[config.mk]
export PLATFORM = sky130hd
export DESIGN_NAME = wdog_keyed
export DESIGN_NICKNAME = d
export VERILOG_FILES = /design/src/rtl/wdog_pkg.sv /design/src/rtl/wdog_regs.sv /design/src/rtl/wdog_prescale.sv /design/src/rtl/wdog_counter.sv /design/src/rtl/wdog_pulse.sv /design/src/rtl/wdog_keyed.sv
export SDC_FILE = /design/constraint.sdc
export NUM_CORES = 1
export LEC_CHECK = 0
export BUFFER_PORTS_ARGS = -buffer_cell sky130_fd_sc_hd__buf_2
export CAP_MARGIN = 5
export CORE_UTILIZATION = 45
export CTS_CLUSTER_DIAMETER = 80
export DETAILED_ROUTE_END_ITERATION = 8
export PLACE_DENSITY_LB_ADDON = 0.2
export SETUP_SLACK_MARGIN = 0.05
export SYNTH_ARGS = -nofsm -noshare
export SYNTH_HDL_FRONTEND = slang
export SYNTH_SLANG_ARGS = --single-unit
[constraint.sdc]
create_clock -name clk -period 2.9 [get_ports clk]
set_input_delay 0.435 -clock clk [delete_from_list [all_inputs] [get_ports clk]]
set_output_delay 0.435 -clock clk [all_outputs]
set_load 0.1 [all_outputs]
[src/rtl/wdog_pkg.sv]
package wdog_pkg;

  localparam logic [11:0] MODE_KEY = 12'hABC;
  localparam logic [11:0] CTRL_KEY = 12'h248;
  localparam logic [15:0] KICK_KEY = 16'h1999;

  localparam logic [1:0] WORD_MODE = 2'd0;
  localparam logic [1:0] WORD_CTRL = 2'd1;
  localparam logic [1:0] WORD_KICK = 2'd2;
  localparam logic [1:0] WORD_STAT = 2'd3;

  typedef struct packed {
    logic [1:0] irq_code;
    logic [2:0] rst_code;
    logic       irq_on;
    logic       rst_on;
    logic       run;
  } mode_t;

  typedef struct packed {
    logic [11:0] reload_hi;
    logic [1:0]  div_sel;
  } ctrl_t;

  localparam mode_t MODE_INIT = '{irq_code: 2'b11, rst_code: 3'b100,
                                  irq_on: 1'b0, rst_on: 1'b1, run: 1'b0};
  localparam ctrl_t CTRL_INIT = '{reload_hi: 12'h00F, div_sel: 2'b00};

  // reset pulse: 2 << code cycles (2..256)
  function automatic logic [8:0] rst_pulse_len(input logic [2:0] code);
    return 9'd2 << code;
  endfunction

  // interrupt pulse: 4 << code cycles (4..32)
  function automatic logic [8:0] irq_pulse_len(input logic [1:0] code);
    return 9'd4 << code;
  endfunction

  function automatic mode_t word_to_mode(input logic [31:0] w);
    mode_t m;
    m.run      = w[0];
    m.rst_on   = w[1];
    m.irq_on   = w[2];
    m.rst_code = w[6:4];
    m.irq_code = w[8:7];
    return m;
  endfunction

  function automatic logic [31:0] mode_to_word(input mode_t m);
    logic [31:0] w;
    w      = '0;
    w[0]   = m.run;
    w[1]   = m.rst_on;
    w[2]   = m.irq_on;
    w[6:4] = m.rst_code;
    w[8:7] = m.irq_code;
    return w;
  endfunction

  function automatic ctrl_t word_to_ctrl(input logic [31:0] w);
    ctrl_t c;
    c.div_sel   = w[1:0];
    c.reload_hi = w[13:2];
    return c;
  endfunction

  function automatic logic [31:0] ctrl_to_word(input ctrl_t c);
    logic [31:0] w;
    w       = '0;
    w[1:0]  = c.div_sel;
    w[13:2] = c.reload_hi;
    return w;
  endfunction

endpackage

[src/rtl/wdog_regs.sv]
module wdog_regs
  import wdog_pkg::*;
(
  input  logic        clk,
  input  logic        rst_n,
  input  logic [3:0]  bus_addr,
  input  logic        bus_wr,
  input  logic [31:0] bus_wdata,
  input  logic        status,
  output mode_t       mode_q,
  output ctrl_t       ctrl_q,
  output logic        kick_evt,
  output logic        arm_evt,
  output logic [31:0] bus_rdata
);

  logic [1:0] word;
  logic       mode_wr;
  logic       ctrl_wr;

  assign word     = bus_addr[3:2];
  assign mode_wr  = bus_wr && (word == WORD_MODE) && (bus_wdata[23:12] == MODE_KEY);
  assign ctrl_wr  = bus_wr && (word == WORD_CTRL) && (bus_wdata[25:14] == CTRL_KEY);
  assign kick_evt = bus_wr && (word == WORD_KICK) && (bus_wdata[15:0] == KICK_KEY);
  assign arm_evt  = mode_wr && bus_wdata[0] && !mode_q.run;

  always_ff @(posedge clk or negedge rst_n) begin
    if (!rst_n) begin
      mode_q <= MODE_INIT;
      ctrl_q <= CTRL_INIT;
    end else begin
      if (mode_wr) mode_q <= word_to_mode(bus_wdata);
      if (ctrl_wr) ctrl_q <= word_to_ctrl(bus_wdata);
    end
  end

  always_comb begin
    bus_rdata = '0;
    unique case (word)
      WORD_MODE: bus_rdata = mode_to_word(mode_q);
      WORD_CTRL: bus_rdata = ctrl_to_word(ctrl_q);
      WORD_KICK: bus_rdata = '0;
      WORD_STAT: bus_rdata = {31'd0, status};
      default:   bus_rdata = '0;
    endcase
  end

endmodule

[src/rtl/wdog_prescale.sv]
module wdog_prescale #(
  parameter  int STEP  = 3,
  localparam int PRE_W = STEP * 4
) (
  input  logic       clk,
  input  logic       rst_n,
  input  logic       run,
  input  logic       clear,
  input  logic [1:0] sel,
  output logic       tick
);

  logic [PRE_W-1:0] lim_tab [4];
  logic [PRE_W-1:0] pre_q;

  for (genvar g = 0; g < 4; g++) begin : g_lim
    localparam int SH = STEP * (g + 1);
    assign lim_tab[g] = PRE_W'((64'd1 << SH) - 64'd1);
  end

  assign tick = run && (pre_q == lim_tab[sel]);

  always_ff @(posedge clk or negedge rst_n) begin
    if (!rst_n)      pre_q <= '0;
    else if (clear)  pre_q <= '0;
    else if (run)    pre_q <= tick ? '0 : pre_q + PRE_W'(1);
  end

endmodule

[src/rtl/wdog_counter.sv]
module wdog_counter #(
  parameter  int HI_W  = 12,
  parameter  int LOW_W = 12,
  localparam int CNT_W = HI_W + LOW_W
) (
  input  logic             clk,
  input  logic             rst_n,
  input  logic             run,
  input  logic             tick,
  input  logic             load,
  input  logic             kick,
  input  logic [HI_W-1:0]  reload_hi,
  output logic [CNT_W-1:0] cnt_q,
  output logic             zero_evt,
  output logic             status_q
);

  function automatic logic [CNT_W-1:0] reload_of(input logic [HI_W-1:0] hi);
    return {hi, {LOW_W{1'b1}}};
  endfunction

  assign zero_evt = run && tick && !load && (cnt_q == CNT_W'(1));

  always_ff @(posedge clk or negedge rst_n) begin
    if (!rst_n) begin
      cnt_q <= '0;
    end else if (load) begin
      cnt_q <= reload_of(reload_hi);
    end else if (run && tick && (cnt_q != '0)) begin
      cnt_q <= cnt_q - CNT_W'(1);
    end
  end

  always_ff @(posedge clk or negedge rst_n) begin
    if (!rst_n)        status_q <= 1'b0;
    else if (kick)     status_q <= 1'b0;
    else if (zero_evt) status_q <= 1'b1;
  end

endmodule

[src/rtl/wdog_pulse.sv]
module wdog_pulse #(
  parameter int LEN_W = 9
) (
  input  logic             clk,
  input  logic             rst_n,
  input  logic             fire,
  input  logic [LEN_W-1:0] len,
  output logic             active
);

  logic [LEN_W-1:0] left_q;

  always_ff @(posedge clk or negedge rst_n) begin
    if (!rst_n)              left_q <= '0;
    else if (fire)           left_q <= len;
    else if (left_q != '0)   left_q <= left_q - LEN_W'(1);
  end

  assign active = (left_q != '0);

endmodule

[src/rtl/wdog_keyed.sv]
module wdog_keyed
  import wdog_pkg::*;
#(
  parameter  int LOW_W    = 12,
  parameter  int PRE_STEP = 3,
  localparam int HI_W     = 12,
  localparam int CNT_W    = HI_W + LOW_W,
  localparam int LEN_W    = 9,
  localparam int N_CH     = 2
) (
  input  logic        clk,
  input  logic        rst_n,
  input  logic [3:0]  bus_addr,
  input  logic        bus_wr,
  input  logic [31:0] bus_wdata,
  output logic [31:0] bus_rdata,
  output logic        wd_rst_o,
  output logic        wd_irq_o
);

  mode_t            mode_q;
  ctrl_t            ctrl_q;
  logic             kick_evt;
  logic             arm_evt;
  logic             load_evt;
  logic             tick;
  logic             zero_evt;
  logic             status_q;
  logic [CNT_W-1:0] cnt_q;

  // named views for the checker
  logic run_w, rst_on_w, irq_on_w;
  assign run_w    = mode_q.run;
  assign rst_on_w = mode_q.rst_on;
  assign irq_on_w = mode_q.irq_on;
  assign load_evt = kick_evt | arm_evt;

  wdog_regs u_regs (
    .clk       (clk),
    .rst_n     (rst_n),
    .bus_addr  (bus_addr),
    .bus_wr    (bus_wr),
    .bus_wdata (bus_wdata),
    .status    (status_q),
    .mode_q    (mode_q),
    .ctrl_q    (ctrl_q),
    .kick_evt  (kick_evt),
    .arm_evt   (arm_evt),
    .bus_rdata (bus_rdata)
  );

  wdog_prescale #(.STEP(PRE_STEP)) u_pre (
    .clk   (clk),
    .rst_n (rst_n),
    .run   (run_w),
    .clear (load_evt),
    .sel   (ctrl_q.div_sel),
    .tick  (tick)
  );

  wdog_counter #(.HI_W(HI_W), .LOW_W(LOW_W)) u_cnt (
    .clk       (clk),
    .rst_n     (rst_n),
    .run       (run_w),
    .tick      (tick),
    .load      (load_evt),
    .kick      (kick_evt),
    .reload_hi (ctrl_q.reload_hi),
    .cnt_q     (cnt_q),
    .zero_evt  (zero_evt),
    .status_q  (status_q)
  );

  logic [N_CH-1:0]            ch_fire;
  logic [N_CH-1:0][LEN_W-1:0] ch_len;
  logic [N_CH-1:0]            ch_active;

  assign ch_fire[0] = zero_evt && run_w && rst_on_w;
  assign ch_fire[1] = zero_evt && run_w && irq_on_w;
  assign ch_len[0]  = rst_pulse_len(mode_q.rst_code);
  assign ch_len[1]  = irq_pulse_len(mode_q.irq_code);

  for (genvar ch = 0; ch < N_CH; ch++) begin : g_ch
    wdog_pulse #(.LEN_W(LEN_W)) u_pulse (
      .clk    (clk),
      .rst_n  (rst_n),
      .fire   (ch_fire[ch]),
      .len    (ch_len[ch]),
      .active (ch_active[ch])
    );
  end

  assign wd_rst_o = ch_active[0];
  assign wd_irq_o = ch_active[1];

endmodule

==> results.tsv <==
metric	value	unit
root_buffer	clkbuf_8	
synthMuxAreaShare	8.29	%
first_pass_iters	4	
outcome	complete, no violations	
numCtsBuffers	9	
leakagePower	2.18	nW
cap_violations	0	
ys_ff_latch	77	
maxSlewViolCount	0	
cts.sinks	77	
top_layer_used	met4	
die_y	101	um
max_freq	384	MHz
worstPathArrival	2880	ps
fillers	903	
post-place-ws	294	ps
async_flop_share	100	%
hp-class	input pin to async pin	
grt_pass1_vias	3377	
min_period	2610	ps
min_period_over_period	89.9	%
core-area	9420	um^2
antenna_left	0	
area_growth	13.6	%
num_io_pins	73	
clock_latency	340	ps
grt_pass1_wl	16.1	mm
gp_congestion	0.813	
die-width	101	um
synth_top_area_cell	dfrtp_1	
vias_per_cell	5.38	
num_antenna_cells	0	
synth_xor_area_share	8.26	%
setup_violations	0	
fp-row-count	35	
netlist_top_cells_count	dfrtp_1 (69), nor2_1 (62), nand2_1 (41)	
placed_area	4820	um^2
start_util	47.3	%
slew-limit-headroom	34.2	%
synth_top_family_by_area	simple AND/OR/NAND/NOR gates	
grt_max_degree	78	
finalHoldViolations	0	
design_area	5060	um^2
dp.cells	637	
grt_overflow_total	0	
fin_ws	294	ps
yosysTopAreaCellShare	38.8	%
drive_gt1_share	22.3	%
ys.flop_type	dfrtp_1	
vdd_drop_max	0.510	mV
synth_compound_area_share	6.80	%
vias	3515	
die-area	10300	um^2
yosysSeqAreaShare	43.5	%
tightest_slew	987	ps
nets	564	
ys_types	54	
synth.most_common_cell	dfrtp_1	
wl	9.69	mm
total_power	2.86	mW
synth-simple-area-share	25.8	%
rsz0062_at_grt	no	
antenna_found_initial	0	
placement.io_buffers	46	
wl_met2	4.75	mm
cp.required	3170	ps
wl_met3	278	um
drt-met1-wl	4.55	mm
synth_warnings	0	
worstSetupEndpointType	flop	
syn_area	4450	um^2
finClkSkew	5.40	ps
track_usage	20.1	%
power_density	565	nW/um^2
cts_tree	done	
worstPathMaxFanout	5	
cts_setup_buffers	0	
drc	0	
avgSynthCellArea	9.50	um^2
path_class	flop to flop	
fin_cells	653	
dpl.hpwl	6.96	mm
synth.area.top_cells	dfrtp_1 (39%), mux2_2 (5.8%), nor2_1 (5.2%)	
setup_tns	0	ps
drt_iter0_drc	124	
synthCells	469	
clk_pin_slew	80	ps
synth_edf_count	0	
synth-adder-area-share	1.69	%
cts.htree.levels	3	
drt-wirelength-per-cell	14.8	um
clock_path_buffers	2	
timing.critical_path.from_type	flop	
-- cell usage in the layout, fill, tap and decap left out, drive strengths merged, types with 3 or more instances in the layout --
master	count
and4	4
nor3	18
or4	9
dfstp	8
o21ai	8
nand2	41
mux2	23
nor2b	4
nor4b	10
xnor2	26
mux2i	11
and3	3
nand3	17
or3	3
conb	18
inv	12
xor2	16
nor3b	4
dfrtp	69
nand3b	4
bufinv	3
nor4	9
a21oi	22
o2111ai	4
and2	6
ha	6
buf	58
nor2	63
nand4	7
clkbuf	10
-- layout make-up --
type,count,area [um^2],share of cell area (%)
clock buffer,10,128,2.52
clock inverter,6,111,2.20
inverter,12,45.0,0.890
multi-input combinational,361,2340,46.3
sequential,77,1940,38.3
tap,129,161,3.19
timing repair buffer,58,335,6.63
-- kinds of logic after synthesis --
| kind of cell | after synthesis |
|---|---|
| buffers and inverters | 48 |
| multiplexers | 34 |
| adder cells (fa/ha/maj) | 6 |
| flip-flops | 77 |
| AO/OA/AOI/OAI | 48 |
| XOR/XNOR | 42 |
| AND/OR/NAND/NOR | 213 |
| other | 1 |
-- where the power goes --
part	switching, mW	internal [mW]
combinational	0.350	0.207
sequential	0.132	1.20
clock	0.403	0.572
-- routing by layer --
layer	vias to the layer above	global-route usage (%)
met5	-	0
met4	0	4.46
met3	15	5.18
met2	54	32.8
met1	1738	27.0
li1	1708	-
-- state kept, by name (all words and copies together), names as in the netlist --
register	cells
u_cnt.cnt_q	24
g_ch.u_pulse.left_q	18
u_regs.ctrl_q	14
u_pre.pre_q	12
u_regs.mode_q	8
u_cnt.status_q	1
-- metrics by stage --
step | utilization, % | hold WS [ps]
finish | 53.8 | 237
detailed placement | 51.1 | 494
floorplan | - | 139
global placement | 51.1 | 481
CTS | 53.7 | 284
global route | 53.8 | 313
-- critical path, cell delays in order (launching register included) --
cell	delay (ps)
dfrtp_1	400
or4_1	620
nor2_1	220
nand3_2	160
or4_1	530
or4b_4	500
a22oi_2	120
-- worst paths after layout --
| check | start | to | slack, ps | cells after the start |
|---|---|---|---|---|
| max in group asynchronous | rst_n | u_cnt.status_q | 2020 | 1 |
| min reg2reg | g_ch[0].u_pulse.left_q[8] | g_ch[0].u_pulse.left_q[8] | 500 | 2 |
| min in group clk | bus_wdata[11] | u_regs.ctrl_q[11] | 350 | 2 |
| max reg2reg | u_cnt.cnt_q[19] | g_ch[0].u_pulse.left_q[2] | 290 | 6 |
| max | u_cnt.cnt_q[19] | g_ch[0].u_pulse.left_q[2] | 290 | 6 |
| min | rst_n | g_ch[1].u_pulse.left_q[6] | 240 | 1 |
-- what timing repair did --
| item | CTS | global route |
|---|---|---|
| endpoints found under the setup margin | 0 | 1 |
| resized for setup | 0 | 1 |
| hold buffers | 0 | 0 |
Power figures use the tool's default switching activity.
